--- config.mk ---
export PLATFORM = sky130hd
export DESIGN_NAME = hw_lock_bank
export DESIGN_NICKNAME = d
export VERILOG_FILES = /design/src/rtl/hwlock_pkg.sv /design/src/rtl/hwlock_decode.sv /design/src/rtl/hwlock_array.sv /design/src/rtl/hwlock_rdpath.sv /design/src/rtl/hw_lock_bank.sv
export SDC_FILE = /design/constraint.sdc
export NUM_CORES = 1
export LEC_CHECK = 0
export ABC_AREA = 1
export BUFFER_PORTS_ARGS = -buffer_cell sky130_fd_sc_hd__buf_2
export CAP_MARGIN = 10
export CORE_AREA = 3 3 81 83
export CTS_CLUSTER_SIZE = 10
export DETAILED_ROUTE_END_ITERATION = 8
export DIE_AREA = 0 0 84 86
export GPL_ROUTABILITY_DRIVEN = 1
export PLACE_DENSITY = 0.65
export RECOVER_POWER = 50
export SETUP_SLACK_MARGIN = 0.05
export SYNTH_ARGS = -nofsm -noshare
export SYNTH_HDL_FRONTEND = slang
export SYNTH_SLANG_ARGS = --single-unit
--- constraint.sdc ---
create_clock -name clk -period 4.1 [get_ports clk]
set_clock_uncertainty 0.15 [all_clocks]
set_input_delay 0.615 -clock clk [delete_from_list [all_inputs] [get_ports clk]]
set_output_delay 0.615 -clock clk [all_outputs]
set_load 0.01 [all_outputs]
--- src/rtl/hwlock_pkg.sv ---
// Package: shared constants and types for the hardware lock bank.
// Assumes byte addressing, with 32-bit registers on word boundaries.
package hwlock_pkg;

    localparam int DATA_W        = 32;
    localparam int STATUS_OFFSET = 'h014;
    localparam int LOCK_BASE     = 'h800;
    localparam int LOCK_STRIDE   = 4;
    localparam int COUNT_LSB     = 24;
    localparam int COUNT_W       = 4;
    localparam int LOCKS_PER_UNIT = 32;

    localparam logic LOCK_FREE = 1'b0;
    localparam logic LOCK_HELD = 1'b1;

    // Target of a bus access after decode.
    typedef enum logic [1:0] {
        SEL_NONE   = 2'd0,
        SEL_STATUS = 2'd1,
        SEL_LOCK   = 2'd2
    } sel_e;

endpackage

--- src/rtl/hwlock_decode.sv ---
// Module: address decoder for the lock bank.
// Sorts a byte address into status, lock or unmapped. For lock hits it
// also gives the lock index. Offsets past the implemented lock count and
// offsets that are not word aligned decode as unmapped.
module hwlock_decode
    import hwlock_pkg::*;
#(
    parameter int ADDR_W    = 12,
    parameter int NUM_LOCKS = 32,
    parameter int IDX_W     = $clog2(NUM_LOCKS)
) (
    input  logic [ADDR_W-1:0] addr,
    output sel_e              sel,
    output logic [IDX_W-1:0]  idx
);

    localparam int LOCK_SPAN = LOCK_STRIDE * NUM_LOCKS;

    logic [ADDR_W-1:0] ofs;
    logic              in_window;
    logic              aligned;

    // Offset of the address from the first lock register, with a window check.
    always_comb begin
        ofs       = addr - ADDR_W'(LOCK_BASE);
        in_window = (32'(addr) >= LOCK_BASE) && (32'(ofs) < LOCK_SPAN);
        aligned   = (ofs[1:0] == 2'b00);
        idx       = ofs[IDX_W+1:2];
    end

    // Choose the access target.
    always_comb begin
        if (32'(addr) == STATUS_OFFSET)
            sel = SEL_STATUS;
        else if (in_window && aligned)
            sel = SEL_LOCK;
        else
            sel = SEL_NONE;
    end

endmodule

--- src/rtl/hwlock_array.sv ---
// Module: storage for the lock states, one flop per lock.
// A set request marks one lock held and a clear request frees one lock.
// The top never raises both for the same cycle, but set is given
// priority in case it does.
module hwlock_array
    import hwlock_pkg::*;
#(
    parameter int NUM_LOCKS = 32,
    parameter int IDX_W     = $clog2(NUM_LOCKS)
) (
    input  logic                 clk,
    input  logic                 rst_n,
    input  logic                 set_en,
    input  logic                 clr_en,
    input  logic [IDX_W-1:0]     idx,
    output logic [NUM_LOCKS-1:0] state
);

    for (genvar g = 0; g < NUM_LOCKS; g++) begin : g_lock
        logic hit;
        assign hit = (idx == IDX_W'(g));

        // Hold one lock's state: reset frees it, a set takes it, a clear frees it.
        always_ff @(posedge clk) begin
            if (!rst_n)
                state[g] <= LOCK_FREE;
            else if (set_en && hit)
                state[g] <= LOCK_HELD;
            else if (clr_en && hit)
                state[g] <= LOCK_FREE;
        end
    end

endmodule

--- src/rtl/hwlock_rdpath.sv ---
// Module: registered read-data path and ready flag.
// Builds the status word, picks the read value from the decoded target,
// and registers it, so data appears the cycle after the request. When no
// read is requested, rdata is zero on the next cycle.
module hwlock_rdpath
    import hwlock_pkg::*;
#(
    parameter int NUM_LOCKS = 32
) (
    input  logic              clk,
    input  logic              rst_n,
    input  logic              rd_en,
    input  sel_e              sel,
    input  logic              lock_bit,
    output logic [DATA_W-1:0] rdata
);

    localparam logic [COUNT_W-1:0] COUNT_CODE = COUNT_W'(NUM_LOCKS / LOCKS_PER_UNIT);

    logic              ready_q;
    logic [DATA_W-1:0] status_word;
    logic [DATA_W-1:0] rd_value;

    // Ready flag: low in reset, high from the first cycle after it.
    always_ff @(posedge clk) begin
        if (!rst_n)
            ready_q <= 1'b0;
        else
            ready_q <= 1'b1;
    end

    // Put together the status word: count field plus ready bit.
    always_comb begin
        status_word = '0;
        status_word[COUNT_LSB +: COUNT_W] = COUNT_CODE;
        status_word[0] = ready_q;
    end

    // Select the value the current read returns.
    always_comb begin
        unique case (sel)
            SEL_STATUS: rd_value = status_word;
            SEL_LOCK:   rd_value = {{(DATA_W-1){1'b0}}, lock_bit};
            default:    rd_value = '0;
        endcase
    end

    // Register the read data; idle cycles return zero.
    always_ff @(posedge clk) begin
        if (!rst_n)
            rdata <= '0;
        else if (rd_en)
            rdata <= rd_value;
        else
            rdata <= '0;
    end

endmodule

--- src/rtl/hw_lock_bank.sv ---
// Module: top of the hardware lock bank.
// A read of a lock register is a test-and-set: it returns the old state
// and leaves the lock held. A write of zero frees the lock. A read wins
// over a write in the same cycle. Assumes one bus access per cycle.
// NUM_LOCKS must be 32, 64, 128 or 256.
module hw_lock_bank
    import hwlock_pkg::*;
#(
    parameter int ADDR_W    = 12,
    parameter int NUM_LOCKS = 32
) (
    input  logic              clk,
    input  logic              rst_n,
    input  logic [ADDR_W-1:0] addr,
    input  logic              rd_en,
    input  logic              wr_en,
    input  logic [31:0]       wdata,
    output logic [31:0]       rdata
);

    localparam int IDX_W = $clog2(NUM_LOCKS);

    if (!(NUM_LOCKS == 32 || NUM_LOCKS == 64 || NUM_LOCKS == 128 || NUM_LOCKS == 256))
        begin : g_bad_count
            $error("NUM_LOCKS must be 32, 64, 128 or 256");
        end

    sel_e                 sel;
    logic [IDX_W-1:0]     idx;
    logic [NUM_LOCKS-1:0] lock_q;
    logic                 set_en;
    logic                 clr_en;
    logic                 lock_bit;

    hwlock_decode #(
        .ADDR_W   (ADDR_W),
        .NUM_LOCKS(NUM_LOCKS),
        .IDX_W    (IDX_W)
    ) u_decode (
        .addr(addr),
        .sel (sel),
        .idx (idx)
    );

    // Turn the bus access into a set or clear request; a read blocks the write.
    always_comb begin
        set_en = rd_en && (sel == SEL_LOCK);
        clr_en = wr_en && !rd_en && (sel == SEL_LOCK) && (wdata == 32'd0);
    end

    hwlock_array #(
        .NUM_LOCKS(NUM_LOCKS),
        .IDX_W    (IDX_W)
    ) u_array (
        .clk   (clk),
        .rst_n (rst_n),
        .set_en(set_en),
        .clr_en(clr_en),
        .idx   (idx),
        .state (lock_q)
    );

    // Pick the addressed lock's state before this edge's update.
    always_comb lock_bit = lock_q[idx];

    hwlock_rdpath #(
        .NUM_LOCKS(NUM_LOCKS)
    ) u_rdpath (
        .clk     (clk),
        .rst_n   (rst_n),
        .rd_en   (rd_en),
        .sel     (sel),
        .lock_bit(lock_bit),
        .rdata   (rdata)
    );

endmodule

==> flow_metrics.tcl <==
set metrics [dict create \
    status "finished, violations left" \
    violations "max-capacitance violations, max-slew violations" \
    firstDrtPassIters 4 \
    drive_gt1_frac 0.157 \
    vias 2430 \
    place.gp.congestion 0.804 \
    worst_pin_slew_ps 1520 \
    placedCellCount 501 \
    cts_resized 0 \
    synth_top_family_by_area "simple AND/OR/NAND/NOR gates" \
    ios 80 \
    postCtsSetupRepairBufs 0 \
    cp-start-kind "input port" \
    ys_seq_area_frac 0.296 \
    setup.worst_path.class "in2reg" \
    muxShareOfSynthArea 0 \
    wl_per_cell_um 11.8 \
    r2r-start "u_array.state[3]$_SDFFE_PN0P_" \
    worstHoldPathType "reg2reg" \
    grt_usage 0.168 \
    rsz0062_at_grt "false" \
    p_leak_nw 1.07 \
    required_ps 4080 \
    layout_setup_ws_ps 1400 \
    die_x_um 84 \
    synth-adder-area-share 0 \
    synthXorXnorAreaFrac 0 \
    p_per_area_mw_per_mm2 270 \
    antenna_found_initial 0 \
    ant_nets 0 \
    tns_ps 0 \
    hpwl_um 4200 \
    finalWirelength_um 6010 \
    fp.dieH_um 86 \
    dieArea_sq_mm 0.00722 \
    max_slew_margin -0.0129 \
    clk_pin_slew_ps 70 \
    grt_max_degree 33 \
    hold_viol 0 \
    fp-row-count 28 \
    drc_errors 0 \
    grt_pass1_vias 2239 \
    root_buffer "clkbuf_8" \
    antennaDiodeCount 0 \
    cts.sink_count 35 \
    drtIter0Drc 189 \
    port-buffer-count 49 \
    fin_crit_sh 0.659 \
    drv_cap 1 \
    drv_slew 33 \
    finish.net_count 481 \
    floorplan.core_area_sq_mm 0.00592 \
    holdBufCountCts 0 \
    mostFrequentLayoutCells "nand2_1 (152), buf_2 (45), nor2_1 (42)" \
    cts.htree.levels 2 \
    crit_fanout 32 \
    syn_inst 394 \
    timing.fmax_ghz 0.370 \
    finalCriticalPeriod_ps 2700 \
    yosys.area_share.simple 0.469 \
    routed_via_density 4.77 \
    synth_compound_area_frac 0.0720 \
    synthDistinctLibCells 20 \
    final_common_cell "nand2_1" \
    vdd_ir_drop_max_mv 0.171 \
    worstHoldStart "u_rdpath.ready_q$_DFF_P_" \
    grt_first_pass_wirelength_um 10000 \
    setup_violations 0 \
    cts_buffer_depth 2 \
    hold_slack_ps 284 \
    numCtsBuffers 5 \
    final_core_util 0.439 \
    synth_area_per_cell_sq_um 6.00 \
    synth-seq-cells 35 \
    start_util 0.399 \
    end_kind "flop" \
    clk_latency_ps 290 \
    syn_area_sq_mm 0.00236 \
    ys_warn_count 0 \
    area_growth_pct 10.1 \
    cp.arrival_ps 2680 \
    critPathLaunch "addr[7]" \
    stdcell_count 509 \
    cts_tree "built" \
    grt-ovfl-total 0 \
    pre_cts_slack_ps 1940 \
]
-- per-layer routing --
metal / vias to the layer above / global-route usage / share of wire
met3: 8 / 0.0336 / 0.048
li1: 1270 / - / -
met5: - / 0 / 0
met2: 66 / 0.292 / 0.48
met4: 0 / 0.0482 / 0.012
met1: 1086 / 0.210 / 0.46
-- worst max-delay path: stages --
cell and delay (ps):
buf_2 100, nor2_1 140, nand4_1 210, nor2_2 140
clkbuf_1 1100, nand3_1 170, nand2_1 120, a21oi_1 60
-- kinds of logic (layout without fill, tap and decap cells) --
group           count (synthesis)  after routing
compound gates                 34             34
buf+inv                        62             73
flops                          35             35
other cells                     1             30
simple gates                  262            262
-- through the flow --
stage	power (mW)	cell area, sq um
detailed placement	0.430	2510
floorplan	0.421	2470
finish	0.702	2600
CTS	0.709	2610
global route	0.730	2600
global placement	0.429	2510
-- registers in the layout, summed over array words and instances (netlist names) --
signal and count:
u_rdpath.ready_q 1, u_rdpath.rdata 2, u_array.state 32
-- final timing paths --
kind              cells past startpoint                        endpoint  slack (ps)
hold / removal                        2    u_rdpath.rdata[0]$_SDFF_PN0_         280
hold reg to reg                       2    u_rdpath.rdata[0]$_SDFF_PN0_         280
setup reg to reg                     10    u_rdpath.rdata[0]$_SDFF_PN0_        2890
setup / recovery                      8  u_array.state[26]$_SDFFE_PN0P_        1400
-- cell usage after synthesis --
| master | n | area (sq um) |
|---|---|---|
| dfxtp_1 | 35 | 701 |
| nor2_4 | 2 | 22.5 |
| nor2_2 | 4 | 25.0 |
| nor2_1 | 45 | 169 |
| or2_4 | 1 | 8.76 |
| nand4_1 | 2 | 12.5 |
| inv_1 | 9 | 33.8 |
| nor4_4 | 1 | 21.3 |
| nand3_1 | 37 | 185 |
| nor3b_1 | 1 | 7.51 |
| inv_2 | 4 | 15.0 |
| buf_2 | 13 | 65.1 |
| or2_1 | 1 | 6.26 |
| conb_1 | 1 | 3.75 |
| buf_4 | 31 | 233 |
| nand2_1 | 152 | 571 |
| buf_6 | 2 | 22.5 |
| a21oi_1 | 34 | 170 |
| nor3_1 | 16 | 80.1 |
| clkbuf_1 | 3 | 11.3 |
-- where the power goes --
part / switching (mW) / internal (mW)
clock: 0.126 / 0.153
sequential: 0.000141 / 0.340
combinational: 0.0583 / 0.0241
-- layout make-up --
type | count | area [sq um]
timing repair buffer | 52 | 259
fill | 651 | 3320
inverter | 13 | 48.8
tap | 75 | 93.8
sequential | 35 | 701
clock buffer | 8 | 100
multi-input combinational | 326 | 1400
Power figures use the tool's default switching activity.
